==> config.mk <==
export PLATFORM = sky130hd
export DESIGN_NAME = sercom_wake_uart
export DESIGN_NICKNAME = d
export VERILOG_FILES = /design/src/rtl/sercom_pkg.sv /design/src/rtl/sercom_tx.sv /design/src/rtl/sercom_rx.sv /design/src/rtl/sercom_ctrl.sv /design/src/rtl/sercom_wake_uart.sv
export SDC_FILE = /design/constraint.sdc
export NUM_CORES = 1
export LEC_CHECK = 0
export CORE_MARGIN = 10
export CORE_UTILIZATION = 45
export CTS_CLUSTER_DIAMETER = 100
export CTS_CLUSTER_SIZE = 8
export DETAILED_ROUTE_END_ITERATION = 6
export GPL_TIMING_DRIVEN = 0
export PLACE_DENSITY = 0.67
export SLEW_MARGIN = 10
export SYNTH_ARGS = -nofsm -noshare
export SYNTH_HDL_FRONTEND = slang
export SYNTH_SLANG_ARGS = --single-unit
==> constraint.sdc <==
create_clock -name clk -period 2.55 [get_ports clk]
set_clock_uncertainty 0.05 [all_clocks]
set_input_delay 0.3825 -clock clk [delete_from_list [all_inputs] [get_ports clk]]
set_output_delay 0.3825 -clock clk [all_outputs]
set_load 0.03 [all_outputs]
==> src/rtl/sercom_pkg.sv <==
package sercom_pkg;

   localparam int unsigned CHAR_MAX_W = 9;

   typedef struct packed {
      logic sleep;      // bit 7: receiver standby
      logic rx_en;      // bit 6
      logic tx_en;      // bit 5
      logic stop_wait;  // bit 4
      logic wake_mark;  // bit 3: 1 = address mark wake, 0 = idle wake
      logic nine;       // bit 2: 9-bit characters
      logic rx_ext;     // bit 1: loop receiver from pin path
      logic loop;       // bit 0
   } ctrl_t;

   typedef enum logic [1:0] {RX_IDLE, RX_START, RX_DATA, RX_STOP} rx_state_e;

   function automatic logic vote3(input logic a, input logic b, input logic c);
      return (a & b) | (a & c) | (b & c);
   endfunction

endpackage

==> src/rtl/sercom_tx.sv <==
module sercom_tx
   import sercom_pkg::*;
#(
   parameter int unsigned OVERSAMPLE = 16
) (
   input  logic                  clk,
   input  logic                  rst_n,
   input  logic                  run,
   input  logic                  tick,
   input  logic                  nine,
   input  logic                  valid,
   input  logic [CHAR_MAX_W-1:0] data,
   output logic                  ready,
   output logic                  line
);
   localparam int unsigned CW = $clog2(OVERSAMPLE);
   localparam int unsigned FW = CHAR_MAX_W + 2;

   logic          busy;
   logic [FW-1:0] sh;
   logic [3:0]    left;
   logic [CW-1:0] cnt;

   assign ready = run && !busy;
   assign line  = busy ? sh[0] : 1'b1;

   always_ff @(posedge clk) begin
      if (!rst_n) begin
         busy <= 1'b0;
         sh   <= '1;
         left <= '0;
         cnt  <= '0;
      end else if (!run) begin
         busy <= 1'b0;
         cnt  <= '0;
      end else if (!busy) begin
         if (valid) begin
            busy <= 1'b1;
            cnt  <= '0;
            left <= nine ? 4'd11 : 4'd10;
            sh   <= nine ? {1'b1, data, 1'b0} : {2'b11, data[7:0], 1'b0};
         end
      end else if (tick) begin
         if (cnt == CW'(OVERSAMPLE - 1)) begin
            cnt  <= '0;
            sh   <= {1'b1, sh[FW-1:1]};
            left <= left - 4'd1;
            if (left == 4'd1) busy <= 1'b0;
         end else begin
            cnt <= cnt + CW'(1);
         end
      end
   end

   p_start_bit_r2: assert property (@(posedge clk) disable iff (!rst_n)
      (valid && ready) |=> !line);
   p_ready_drop_r11: assert property (@(posedge clk) disable iff (!rst_n)
      (valid && ready) |=> !ready);

endmodule

==> src/rtl/sercom_rx.sv <==
module sercom_rx
   import sercom_pkg::*;
#(
   parameter int unsigned OVERSAMPLE = 16,
   parameter bit          VOTE3      = 1'b1
) (
   input  logic                  clk,
   input  logic                  rst_n,
   input  logic                  run,
   input  logic                  tick,
   input  logic                  nine,
   input  logic                  line,
   output logic                  done,
   output logic [CHAR_MAX_W-1:0] data,
   output logic                  ferr,
   output logic                  idle_hit
);
   localparam int unsigned CW       = $clog2(OVERSAMPLE);
   localparam int unsigned MID      = OVERSAMPLE / 2;
   localparam int unsigned IDLE_MAX = OVERSAMPLE * (CHAR_MAX_W + 2);
   localparam int unsigned IW       = $clog2(IDLE_MAX + 1);

   rx_state_e             st;
   logic [CW-1:0]         cnt;
   logic [3:0]            bidx;
   logic [CHAR_MAX_W-1:0] shreg;
   logic                  v_mid;
   logic                  bit_val;
   logic [IW-1:0]         idle_cnt;
   logic [IW-1:0]         idle_lim;

   assign idle_lim = nine ? IW'(OVERSAMPLE * 11) : IW'(OVERSAMPLE * 10);
   assign data     = shreg;

   generate
      if (VOTE3) begin : g_vote
         logic v_early;
         always_ff @(posedge clk) begin
            if (!rst_n) v_early <= 1'b1;
            else if (tick && cnt == CW'(MID - 1)) v_early <= line;
         end
         assign bit_val = vote3(v_early, v_mid, line);
      end else begin : g_single
         assign bit_val = v_mid;
      end
   endgenerate

   always_ff @(posedge clk) begin
      if (!rst_n) begin
         st       <= RX_IDLE;
         cnt      <= '0;
         bidx     <= '0;
         shreg    <= '0;
         v_mid    <= 1'b1;
         done     <= 1'b0;
         ferr     <= 1'b0;
         idle_hit <= 1'b0;
         idle_cnt <= '0;
      end else begin
         done     <= 1'b0;
         idle_hit <= 1'b0;
         if (!run) begin
            st       <= RX_IDLE;
            cnt      <= '0;
            idle_cnt <= '0;
         end else if (tick) begin
            if (st != RX_IDLE || !line) begin
               idle_cnt <= '0;
            end else if (idle_cnt < idle_lim) begin
               idle_cnt <= idle_cnt + IW'(1);
               if (idle_cnt == idle_lim - IW'(1)) idle_hit <= 1'b1;
            end
            if (st == RX_IDLE) begin
               if (!line) begin
                  st    <= RX_START;
                  cnt   <= CW'(1);
                  shreg <= '0;
               end
            end else begin
               cnt <= (cnt == CW'(OVERSAMPLE - 1)) ? '0 : cnt + CW'(1);
               if (cnt == CW'(MID)) v_mid <= line;
               if (cnt == CW'(MID + 1)) begin
                  case (st)
                     RX_START: if (bit_val) st <= RX_IDLE;
                     RX_DATA:  shreg[bidx] <= bit_val;
                     RX_STOP: begin
                        st   <= RX_IDLE;
                        done <= 1'b1;
                        ferr <= !bit_val;
                     end
                     default: ;
                  endcase
               end
               if (cnt == CW'(OVERSAMPLE - 1)) begin
                  case (st)
                     RX_START: begin
                        st   <= RX_DATA;
                        bidx <= '0;
                     end
                     RX_DATA: begin
                        if (bidx == (nine ? 4'd8 : 4'd7)) st <= RX_STOP;
                        else bidx <= bidx + 4'd1;
                     end
                     default: ;
                  endcase
               end
            end
         end
      end
   end

   p_done_from_stop_r9: assert property (@(posedge clk) disable iff (!rst_n)
      done |-> (st == RX_IDLE) && ($past(st) == RX_STOP));
   p_start_needs_low_r10: assert property (@(posedge clk) disable iff (!rst_n)
      (st == RX_IDLE && run && tick && line) |=> (st == RX_IDLE));

endmodule

==> src/rtl/sercom_ctrl.sv <==
module sercom_ctrl
   import sercom_pkg::*;
(
   input  logic                  clk,
   input  logic                  rst_n,
   input  logic                  we,
   input  logic [7:0]            wdata,
   input  logic                  rx_done,
   input  logic [CHAR_MAX_W-1:0] rx_char,
   input  logic                  rx_ferr,
   input  logic                  idle_hit,
   output ctrl_t                 ctrl_q,
   output logic                  rx_valid,
   output logic [CHAR_MAX_W-1:0] rx_data,
   output logic                  rx_frame_err
);
   logic msb, mark_wake, idle_wake, deliver;

   assign msb       = ctrl_q.nine ? rx_char[8] : rx_char[7];
   assign mark_wake = rx_done && ctrl_q.sleep && ctrl_q.wake_mark && msb;
   assign idle_wake = idle_hit && ctrl_q.sleep && !ctrl_q.wake_mark;
   assign deliver   = rx_done && (!ctrl_q.sleep || mark_wake);

   always_ff @(posedge clk) begin
      if (!rst_n) begin
         ctrl_q       <= '0;
         rx_valid     <= 1'b0;
         rx_data      <= '0;
         rx_frame_err <= 1'b0;
      end else begin
         if (we) ctrl_q <= ctrl_t'(wdata);
         else if (mark_wake || idle_wake) ctrl_q.sleep <= 1'b0;
         rx_valid <= deliver;
         if (deliver) begin
            rx_data      <= rx_char;
            rx_frame_err <= rx_ferr;
         end else begin
            rx_frame_err <= 1'b0;
         end
      end
   end

   p_standby_hold_r6: assert property (@(posedge clk) disable iff (!rst_n)
      (ctrl_q.sleep && !we && !rx_done && !idle_hit) |=> ctrl_q.sleep);
   p_asleep_silent_r7: assert property (@(posedge clk) disable iff (!rst_n)
      (ctrl_q.sleep && !ctrl_q.wake_mark) |=> !rx_valid);

endmodule

==> src/rtl/sercom_wake_uart.sv <==
module sercom_wake_uart
   import sercom_pkg::*;
#(
   parameter int unsigned OVERSAMPLE = 16,
   parameter bit          VOTE3      = 1'b1
) (
   input  logic       clk,
   input  logic       rst_n,
   input  logic       baud_tick,
   input  logic       cfg_we,
   input  logic [7:0] cfg_wdata,
   output logic [7:0] cfg_q,
   input  logic       tx_valid,
   input  logic [8:0] tx_data,
   output logic       tx_ready,
   output logic       rx_valid,
   output logic [8:0] rx_data,
   output logic       rx_frame_err,
   input  logic       rxd_pin,
   output logic       txd_pin,
   input  logic       wait_mode
);
   generate
      if (OVERSAMPLE < 8) begin : g_bad_os
         $error("OVERSAMPLE must be at least 8");
      end
      if (OVERSAMPLE > 64) begin : g_big_os
         $error("OVERSAMPLE must not exceed 64");
      end
   endgenerate

   ctrl_t                 ctrl;
   logic                  active, tx_line, rx_line;
   logic                  rx_done, rx_ferr, idle_hit;
   logic [CHAR_MAX_W-1:0] rx_char;

   assign cfg_q   = ctrl;
   assign active  = !(ctrl.stop_wait && wait_mode);
   assign txd_pin = (ctrl.loop && !ctrl.rx_ext) ? 1'b1 : tx_line;
   assign rx_line = !ctrl.loop ? rxd_pin : (ctrl.rx_ext ? txd_pin : tx_line);

   sercom_tx #(.OVERSAMPLE(OVERSAMPLE)) u_tx (
      .clk   (clk),
      .rst_n (rst_n),
      .run   (active && ctrl.tx_en),
      .tick  (baud_tick),
      .nine  (ctrl.nine),
      .valid (tx_valid),
      .data  (tx_data),
      .ready (tx_ready),
      .line  (tx_line)
   );

   sercom_rx #(.OVERSAMPLE(OVERSAMPLE), .VOTE3(VOTE3)) u_rx (
      .clk      (clk),
      .rst_n    (rst_n),
      .run      (active && ctrl.rx_en),
      .tick     (baud_tick),
      .nine     (ctrl.nine),
      .line     (rx_line),
      .done     (rx_done),
      .data     (rx_char),
      .ferr     (rx_ferr),
      .idle_hit (idle_hit)
   );

   sercom_ctrl u_ctrl (
      .clk          (clk),
      .rst_n        (rst_n),
      .we           (cfg_we),
      .wdata        (cfg_wdata),
      .rx_done      (rx_done),
      .rx_char      (rx_char),
      .rx_ferr      (rx_ferr),
      .idle_hit     (idle_hit),
      .ctrl_q       (ctrl),
      .rx_valid     (rx_valid),
      .rx_data      (rx_data),
      .rx_frame_err (rx_frame_err)
   );

   p_wait_halt_r8: assert property (@(posedge clk) disable iff (!rst_n)
      (ctrl.stop_wait && wait_mode) |-> !tx_ready);

endmodule

Word-level counts from Yosys, hierarchy flattened
Index checks and enable logic that the tools add are counted.
{"block": "totals", "register_bits": 71, "input_bits": 24, "out_inout_bits": 21, "elab_cells": 156}
{"block": "classes", "n_reduce_logical": 44, "addsub": 6, "n_lt_le_gt_ge": 3, "eq_ne": 15, "bitwise": 11, "mux": 52}
{"op": "4-bit two-way mux", "n": 13}
{"op": "11-bit two-way mux", "n": 4}
{"op": "9-bit two-way mux", "n": 4}
{"op": "4-bit equality test (second input constant)", "n": 4}
{"op": "1-bit two-way mux", "n": 16}
{"op": "8-bit two-way mux", "n": 2}
{"op": "2-bit nonzero test", "n": 7}
{"op": "1-bit logical AND", "n": 13}
{"op": "4-bit by 1-bit adder with 4-bit output (second input constant)", "n": 3}
{"op": "2-bit two-way mux", "n": 6}
{"op": "2-bit AND reduction", "n": 6}
{"op": "10-bit two-way mux", "n": 1}
{"op": "5-bit AND reduction", "n": 2}
{"op": "5-bit OR reduction", "n": 2}
{"op": "9-bit bitwise mux", "n": 1}
{"op": "8-bit by 1-bit adder with 8-bit output (second input constant)", "n": 1}
{"op": "8-bit equality test", "n": 1}
{"op": "8-bit < comparator", "n": 1}
{"op": "2-bit inequality test (second input constant)", "n": 4}
{"op": "2-bit one-hot mux with 2 select lines", "n": 2}
{"op": "4-bit one-hot mux with 2 select lines", "n": 1}
{"op": "4-bit AND reduction", "n": 2}
{"op": "8-bit by 1-bit subtractor with 8-bit output (second input constant)", "n": 1}
{"op": "1-bit logical NOT", "n": 7}
{"op": "other kinds (16)", "n": 27}

Longest topological paths before layout
Gate-level depths: netlist (run 1).
{"block": "depth", "word_depth": 15, "ltp_mapped": 8, "mapped_depth_nobuf": 7}

Modules after synthesis
From an unflattened synthesis (run 1), not the netlist that was laid out.
{"block": "hier_totals", "cells_unflattened": 415, "hier_area_um2": 3787.4}
{"mod": "sercom_rx", "seq_area_each_um2": 640.6, "area_per_inst_um2": 1986.9, "n_inst": 1, "cells_each": 226}
{"mod": "sercom_tx", "seq_area_each_um2": 380.4, "area_per_inst_um2": 1002.2, "n_inst": 1, "cells_each": 108}
{"mod": "sercom_ctrl", "seq_area_each_um2": 380.4, "area_per_inst_um2": 755.7, "n_inst": 1, "cells_each": 76}
{"mod": "sercom_wake_uart", "seq_area_each_um2": 0.0, "area_per_inst_um2": 42.5, "n_inst": 1, "cells_each": 5}

Worst setup path after synthesis (run 1)
Ideal clock, no wire load.
{"block": "synth_path", "kind": "reg-to-reg", "startpoint": "register u_ctrl.ctrl_q[5] (netlist name)", "endpoint": "register u_tx.left[2]", "setup_ps": 116, "stages_incl_launch_ff": 5, "period_less_slack_ps": 1830, "slack_ps": 720, "n_path_buf": 0, "arrival_ps": 1665, "required_ps": 2384, "cell_sequence": "dfxtp_1 -> a21boi_2 -> nor2b_1 -> nand2_1 -> and3_1"}
{"block": "synth_via", "elab_chain_len": 2}
{"item": "start: declaration", "line_no": "sercom_ctrl.sv:12", "source": "output ctrl_t ctrl_q,"}
{"item": "start signal: assignment", "line_no": "sercom_ctrl.sv:31", "source": "if (we) ctrl_q <= ctrl_t'(wdata);"}
{"item": "1-bit logical AND", "line_no": "sercom_wake_uart.sv:45", "source": ".run (active && ctrl.tx_en),"}
{"item": "4-bit AND reduction (no line)"}
{"item": "end signal: assignment", "line_no": "sercom_tx.sv:40", "source": "left <= nine ? 4'd11 : 4'd10;"}
{"item": "end signal: assignment", "line_no": "sercom_tx.sv:47", "source": "left <= left - 4'd1;"}
{"item": "end: declaration", "line_no": "sercom_tx.sv:21", "source": "logic [3:0] left;"}
No other way between the ends.
A chain may end at the register's enable or synchronous reset.

Final worst setup path (run 1)
{"block": "layout_path", "startpoint": "register u_tx.busy", "endpoint": "output txd_pin"}
{"block": "layout_via", "elab_chain_len": 2}
{"item": "start: declaration", "line_no": "sercom_tx.sv:19", "source": "logic busy;"}
{"item": "start signal: assignment", "line_no": "sercom_tx.sv:29", "source": "busy <= 1'b0;"}
{"item": "start signal: assignment", "line_no": "sercom_tx.sv:34", "source": "busy <= 1'b0;"}
{"item": "start signal: assignment", "line_no": "sercom_tx.sv:38", "source": "busy <= 1'b1;"}
{"item": "1-bit two-way mux", "line_no": "sercom_tx.sv:25", "source": "assign line = busy ? sh[0] : 1'b1;"}
{"item": "1-bit two-way mux", "line_no": "sercom_wake_uart.sv:39", "source": "assign txd_pin = (ctrl.loop && !ctrl.rx_ext) ? 1'b1 : tx_line;"}
{"item": "end: declaration", "line_no": "sercom_wake_uart.sv:20", "source": "output logic txd_pin,"}
No other way between the ends.

==> flow_metrics.tcl, run 1 <==
set metrics [dict create \
    cts_max_level 3 \
    synth-simple-area-share_pct 21.4 \
    syn_inst 394 \
    critical_path_class "reg -> out" \
    clock-sinks 70 \
    placed_area_um2 3970 \
    start_util_pct 46.7 \
    die_w_um 107 \
    timing.slew.headroom_pct 60.3 \
    grt_max_degree 13 \
    fin_area_um2 4170 \
    ys_seq_area_share_pct 40.9 \
    crit_slowest_cell "clkdlybuf4s50_1" \
    io_pins 45 \
    p_leak_nw 1.65 \
    async_reset_ff_share_pct 0 \
    fin_crit_sh_pct 92.1 \
    r2r_setup_slack_ns 0.49 \
    crit_fanout 10 \
    powerDensity_nw_per_um2 529 \
    grtUsageTotal_pct 14.1 \
    hold_path_class "in -> reg" \
    ir_drop_v 0.000258 \
    outcome "completed" \
    min_period_ns 2.35 \
    clock_latency_ns 0.34 \
    clock-root-buffer "clkbuf_8" \
    syn_area_um2 3420 \
    grt_pass1_wl_um 13200 \
    cts_tree "yes" \
    yosys.area_share.xor_xnor_pct 2.56 \
    ys.flop_type "dfxtp_1" \
    synth_fp_nets 435 \
    crit_path_max_incr_delay_ns 0.61 \
    synth_fa_ha_area_share_pct 6.54 \
    fmax_ghz 0.426 \
    cap_violations 0 \
    dp.cells 535 \
    synth_top_family_by_area "simple AND/OR/NAND/NOR gates" \
    synth-compound-area-share_pct 16.7 \
    tns_ns 0 \
    syn_avg_cell_area_um2 8.69 \
    via_per_inst 5.36 \
    final_cells 551 \
    worst_pin_slew_ns 0.595 \
    cts_resized 2 \
    syn2layout_area_growth_pct 21.9 \
    gr-total-overflow 0 \
    cts_buffers 9 \
    finalHoldViolations 0 \
    end_kind "output pin" \
    cts_setup_buffers 0 \
    synth_mux_area_share_pct 7.93 \
    final-setup-viol-count 0 \
    crit_path_start_kind "register" \
    finalCoreUtilization_pct 56.9 \
    grt_pass1_vias 2747 \
    drive_gt1_share_pct 8.41 \
    p_int_w 0.00167 \
    grt_antenna_before_repair 0 \
    p_total_w 0.00221 \
    drc 0 \
    seqPwrFrac_pct 51.0 \
    cp_cell_sequence "buf_4, buf_2, nand3b_1, clkdlybuf4s50_1" \
    wirelength_um 8000 \
    ys_ff_latch 70 \
    cp_data_required_time_ns 2.12 \
    ys_types 56 \
    routedWlPerCell_um 14.5 \
    combPwrFrac_pct 8.5 \
    drt_pre_antenna_iters 4 \
    diodes 0 \
    power_switching_w 0.000536 \
    final-max-slew-violation-count 0 \
    netSwitchingFraction_pct 24.3 \
    die_h_um 107 \
    cp_num_buf_inv 3 \
    core_um2 7330 \
    row_count 31 \
    p_clk_share_pct 40.5 \
    vias 2954 \
    die-area_um2 11500 \
    ant_nets 0 \
    dp.final_hpwl_um 5980 \
    synth_edf_count 0 \
    place_congestion 0.818 \
    nets 488 \
    drt_iter0_drc 130 \
    yosys_warnings 0 \
    cp.arrival_ns 1.92 \
    crit_family "buffers and inverters" \
    clock_tree.buffer_depth 2 \
    io_buffers 42 \
    postCtsHoldBufs 0 \
    rsz0062_at_grt "false" \
    clk_pin_slew_ns 0.07 \
]
==> cells by family after synthesis <==
group | after synthesis
muxes | 27
DFF | 70
AOI/OAI and AO/OA | 91
xor gates and xnor gates | 10
and+or+nand+nor | 146
buffers and inverters | 32
adders and majority gates | 18
==> sequential cells by signal, indices dropped and copies added (netlist names), 8 cells and up <==
register	flops
u_ctrl.rx_data	9
u_ctrl.ctrl_q	8
u_rx.idle_cnt	8
u_rx.data	9
u_tx.sh	10
==> through the flow <==
step / setup slack (ns) / hold slack, ns
after CTS: 0.185 / 0.381
after detailed placement: -0.0675 / 0.404
after floorplan: 0.720 / 0.368
final: 0.201 / 0.402
after global routing: 0.0879 / 0.405
after global placement: -0.0641 / 0.391
==> synthesized netlist by cell type, types with 2 or more instances <==
cell | number | area share [%]
a21oi_1 | 26 | 3.8
nand2b_1 | 2 | 0.37
xor2_1 | 5 | 1.3
a21bo_2 | 2 | 0.58
nand3_1 | 13 | 1.9
o31ai_1 | 2 | 0.44
and3_1 | 7 | 1.3
buf_2 | 4 | 0.58
ha_1 | 17 | 6.2
buf_4 | 3 | 0.66
o21ai_1 | 17 | 2.5
o211ai_1 | 13 | 2.8
o21ai_0 | 14 | 2.0
nor4bb_1 | 2 | 0.58
mux2i_1 | 26 | 7.6
nand3b_1 | 2 | 0.44
nor2b_1 | 6 | 1.1
a21o_1 | 2 | 0.44
inv_1 | 14 | 1.5
a22oi_1 | 2 | 0.44
nand4b_1 | 2 | 0.51
buf_1 | 3 | 0.33
nand4_1 | 5 | 0.91
nor3b_2 | 2 | 0.73
nand2_1 | 46 | 5.0
xnor2_1 | 5 | 1.3
nor3_1 | 9 | 1.3
clkbuf_1 | 6 | 0.66
o22ai_1 | 3 | 0.55
nor2_1 | 37 | 4.1
dfxtp_1 | 70 | 41
and2_1 | 3 | 0.55
==> placed cells by master, fill, tap and decap left out, drive strengths merged, types with 2 or more instances in the layout <==
cell	Yosys	routed
dfxtp	70	70
nand2	46	46
clkdlybuf4s50	0	41
nor2	37	37
o21ai	31	31
a21oi	26	26
mux2i	26	26
ha	17	17
clkbuf	7	17
inv	14	14
o211ai	13	13
nand3	13	13
buf	10	10
nor3	9	9
and3	8	8
nor2b	6	6
xor2	5	5
xnor2	5	5
nand4	5	5
clkinv	1	5
o22ai	3	3
and2	3	3
nor3b	3	3
nand3b	3	3
nand2b	2	2
a22oi	2	2
o31ai	2	2
nand4b	2	2
a21bo	2	2
nor4bb	2	2
a21o	2	2
a21boi	2	2
o21a	2	2
nor4	2	2
==> path summary, 6_finish.rpt <==
check / to / depth (start not counted) / start
worst min-delay path: u_rx.cnt[2] / 3 / rst_n
worst max register to register: u_rx.data[7] / 7 / u_rx.st[0]
worst max-delay path: txd_pin / 4 / u_tx.busy
worst min register to register: u_ctrl.rx_frame_err / 2 / u_rx.ferr
==> layer usage <==
metal / part of all wire (%) / wire length, um / up-vias / global-route usage [%]
li1: - / - / 1496 / -
met1: 50 / 3960 / 1366 / 18.1
met2: 44 / 3490 / 83 / 21.6
met3: 5.7 / 454 / 9 / 4.31
met4: 1.2 / 96 / 0 / 5.61
met5: 0 / 0 / - / 0
==> power groups by stage <==
| stage | Combinational, W | Clock (W) | Sequential (W) |
|---|---|---|---|
| after global placement | 0.000185 | 0 | 0.00115 |
| after global routing | 0.000204 | 0.000967 | 0.00113 |
| after detailed placement | 0.000187 | 0 | 0.00115 |
| after CTS | 0.000188 | 0.000919 | 0.00113 |
| final | 0.000187 | 0.000894 | 0.00113 |
| after floorplan | 0.0000949 | 0 | 0.00116 |
==> worst register-to-register path, cell delays in order, from the launching register on <==
cell	delay, ns
dfxtp_1	0.37
inv_1	0.12
ha_1	0.31
and2b_2	0.31
nand3_1	0.25
nor2_1	0.16
nand2_1	0.21
o21ai_0	0.21
==> cell type report <==
cell class	count	area, um^2
clock inverter	6	61.3
fill	675	3160
multi-input combinational	292	1890
timing repair buffer	42	419
clock buffer	10	138
buffer	17	81.3
inverter	15	56.3
sequential	70	1400
tap	99	124
No activity file was read; power rests on OpenSTA's default activity.
==> inputs of run 2 (changes only) <==
==> constraint.sdc (replaced) <==
create_clock -name clk -period 2.55 [get_ports clk]
set_clock_uncertainty 0.05 [all_clocks]
set_input_delay 0.6375 -clock clk [delete_from_list [all_inputs] [get_ports clk]]
set_output_delay 0.6375 -clock clk [all_outputs]
set_load 0.005 [all_outputs]
==> flow_metrics.tcl, run 2 (synthesis gave the netlist of run 1 again) <==
set metrics [dict create \
    final-setup-viol-count 0 \
    crit_family "buffers and inverters" \
    place_congestion 0.818 \
    grt_antenna_before_repair 0 \
    cts_max_level 3 \
    largest_register_ffs 10 \
    fmax_ghz 0.404 \
    final_cell_mix "dfxtp_1 (70), nand2_1 (46), clkdlybuf4s50_1 (41), nor2_1 (37)" \
    cp_cell_sequence "dlygate4sd2_1, a21boi_4, nor2b_4, clkdlybuf4s50_1" \
    outcome "completed" \
    via_per_inst 5.34 \
    finalHoldViolations 0 \
    clk_pin_slew_ns 0.08 \
    start_util_pct 46.7 \
    die_h_um 107 \
    crit_slowest_cell "clkdlybuf4s50_1" \
    ant_nets 0 \
    vias 2950 \
    wirelength_um 8000 \
    postCtsHoldBufs 0 \
    powerDensity_nw_per_um2 523 \
    cap_violations 0 \
    io_pins 45 \
    syn2layout_area_growth_pct 22.4 \
    crit_path_max_incr_delay_ns 0.52 \
    die-area_um2 11500 \
    clock_tree.buffer_depth 2 \
    grt_pass1_wl_um 13200 \
    row_count 31 \
    grt_max_degree 13 \
    timing.slew.headroom_pct 60.5 \
    clock-root-buffer "clkbuf_8" \
    final_cells 552 \
    cp_data_required_time_ns 1.86 \
    hold_path_class "reg -> reg" \
    fin_ws_ns 0.0735 \
    min_period_ns 2.48 \
    fin_area_um2 4190 \
    dp_slack_ns -0.409 \
    drt_pre_antenna_iters 4 \
    final_common_cell "dfxtp_1" \
    cp.arrival_ns 1.79 \
    clock_latency_ns 0.35 \
    placed_area_um2 3970 \
    dp.final_hpwl_um 5980 \
    nets 489 \
    core_um2 7330 \
    regMostFlops "u_tx.sh" \
    dp.cells 535 \
    die_w_um 107 \
    rsz0062_at_grt "false" \
    routedWlPerCell_um 14.5 \
    cts_tree "yes" \
    worst_pin_slew_ns 0.593 \
    crit_path_start_kind "input pin" \
    fin_crit_sh_pct 97.1 \
    ir_drop_v 0.000258 \
    crit_fanout 3 \
    cts_buffers 9 \
    grt_pass1_vias 2763 \
    io_buffers 42 \
    drive_gt1_share_pct 8.83 \
    final-max-slew-violation-count 0 \
    end_kind "output pin" \
    clock-sinks 70 \
    finalCoreUtilization_pct 57.2 \
    critical_path_class "in -> out" \
    drc 0 \
    cp_num_buf_inv 2 \
    drt_iter0_drc 149 \
    p_leak_nw 1.65 \
    grtUsageTotal_pct 14.2 \
    gr-total-overflow 0 \
    tns_ns 0 \
    diodes 0 \
]
run 2: final cells by class:
class                           instances  area (um^2)
Buffer                                 17         83.8
Multi-Input combinational cell        292         1900
Timing Repair Buffer                   43          427
Tap cell                               99          124
Inverter                               15         56.3
Clock buffer                           10          138
Clock inverter                          6         61.3
Fill cell                             675         3140
Sequential cell                        70         1400
run 2: stage by stage:
step	power (W)	hold slack (ns)
6_report	0.00219	0.415
3_3_place_gp	0.00132	0.391
3_5_place_dp	0.00132	0.404
2_1_floorplan	0.00124	0.368
4_1_cts	0.00222	0.415
5_1_grt	0.00229	0.443
run 2: report_power, final:
part / internal, W / switching [W]
logic: 0.0000870 / 0.0000867
clock network: 0.000474 / 0.000418
registers: 0.00111 / 0.0000147
total: 0.00167 / 0.000519
run 2: timing repair:
action	CTS	global route
hold endpoints to repair	0	0
buffers inserted	1	0
endpoints found under the setup margin	1	1
gates resized for setup	4	1
pin swaps	1	0
run 2: final timing paths:
kind,start,slack (ns),to,depth (start not counted)
min reg2reg,u_ctrl.rx_data[7],0.41,u_ctrl.rx_data[7],2
min,u_ctrl.rx_data[7],0.41,u_ctrl.rx_data[7],2
max,wait_mode,0.07,tx_ready,4
max reg2reg,u_rx.st[0],0.50,u_rx.data[7],7
run 2: worst min-delay path, delay by kind of cell, from the launching register on:
kind,cells,cell delay [ns]
AOI/OAI and AO/OA,1,0.06
DFF,1,0.32
and+or+nand+nor,1,0.05
run 2: routing by layer:
metal | global-route usage [%] | vias up | share of wire, %
met3 | 4.31 | 9 | 5.1
met1 | 18.2 | 1376 | 49
met4 | 5.61 | 0 | 1.2
met2 | 21.7 | 61 | 44
met5 | 0 | - | 0
li1 | - | 1504 | -
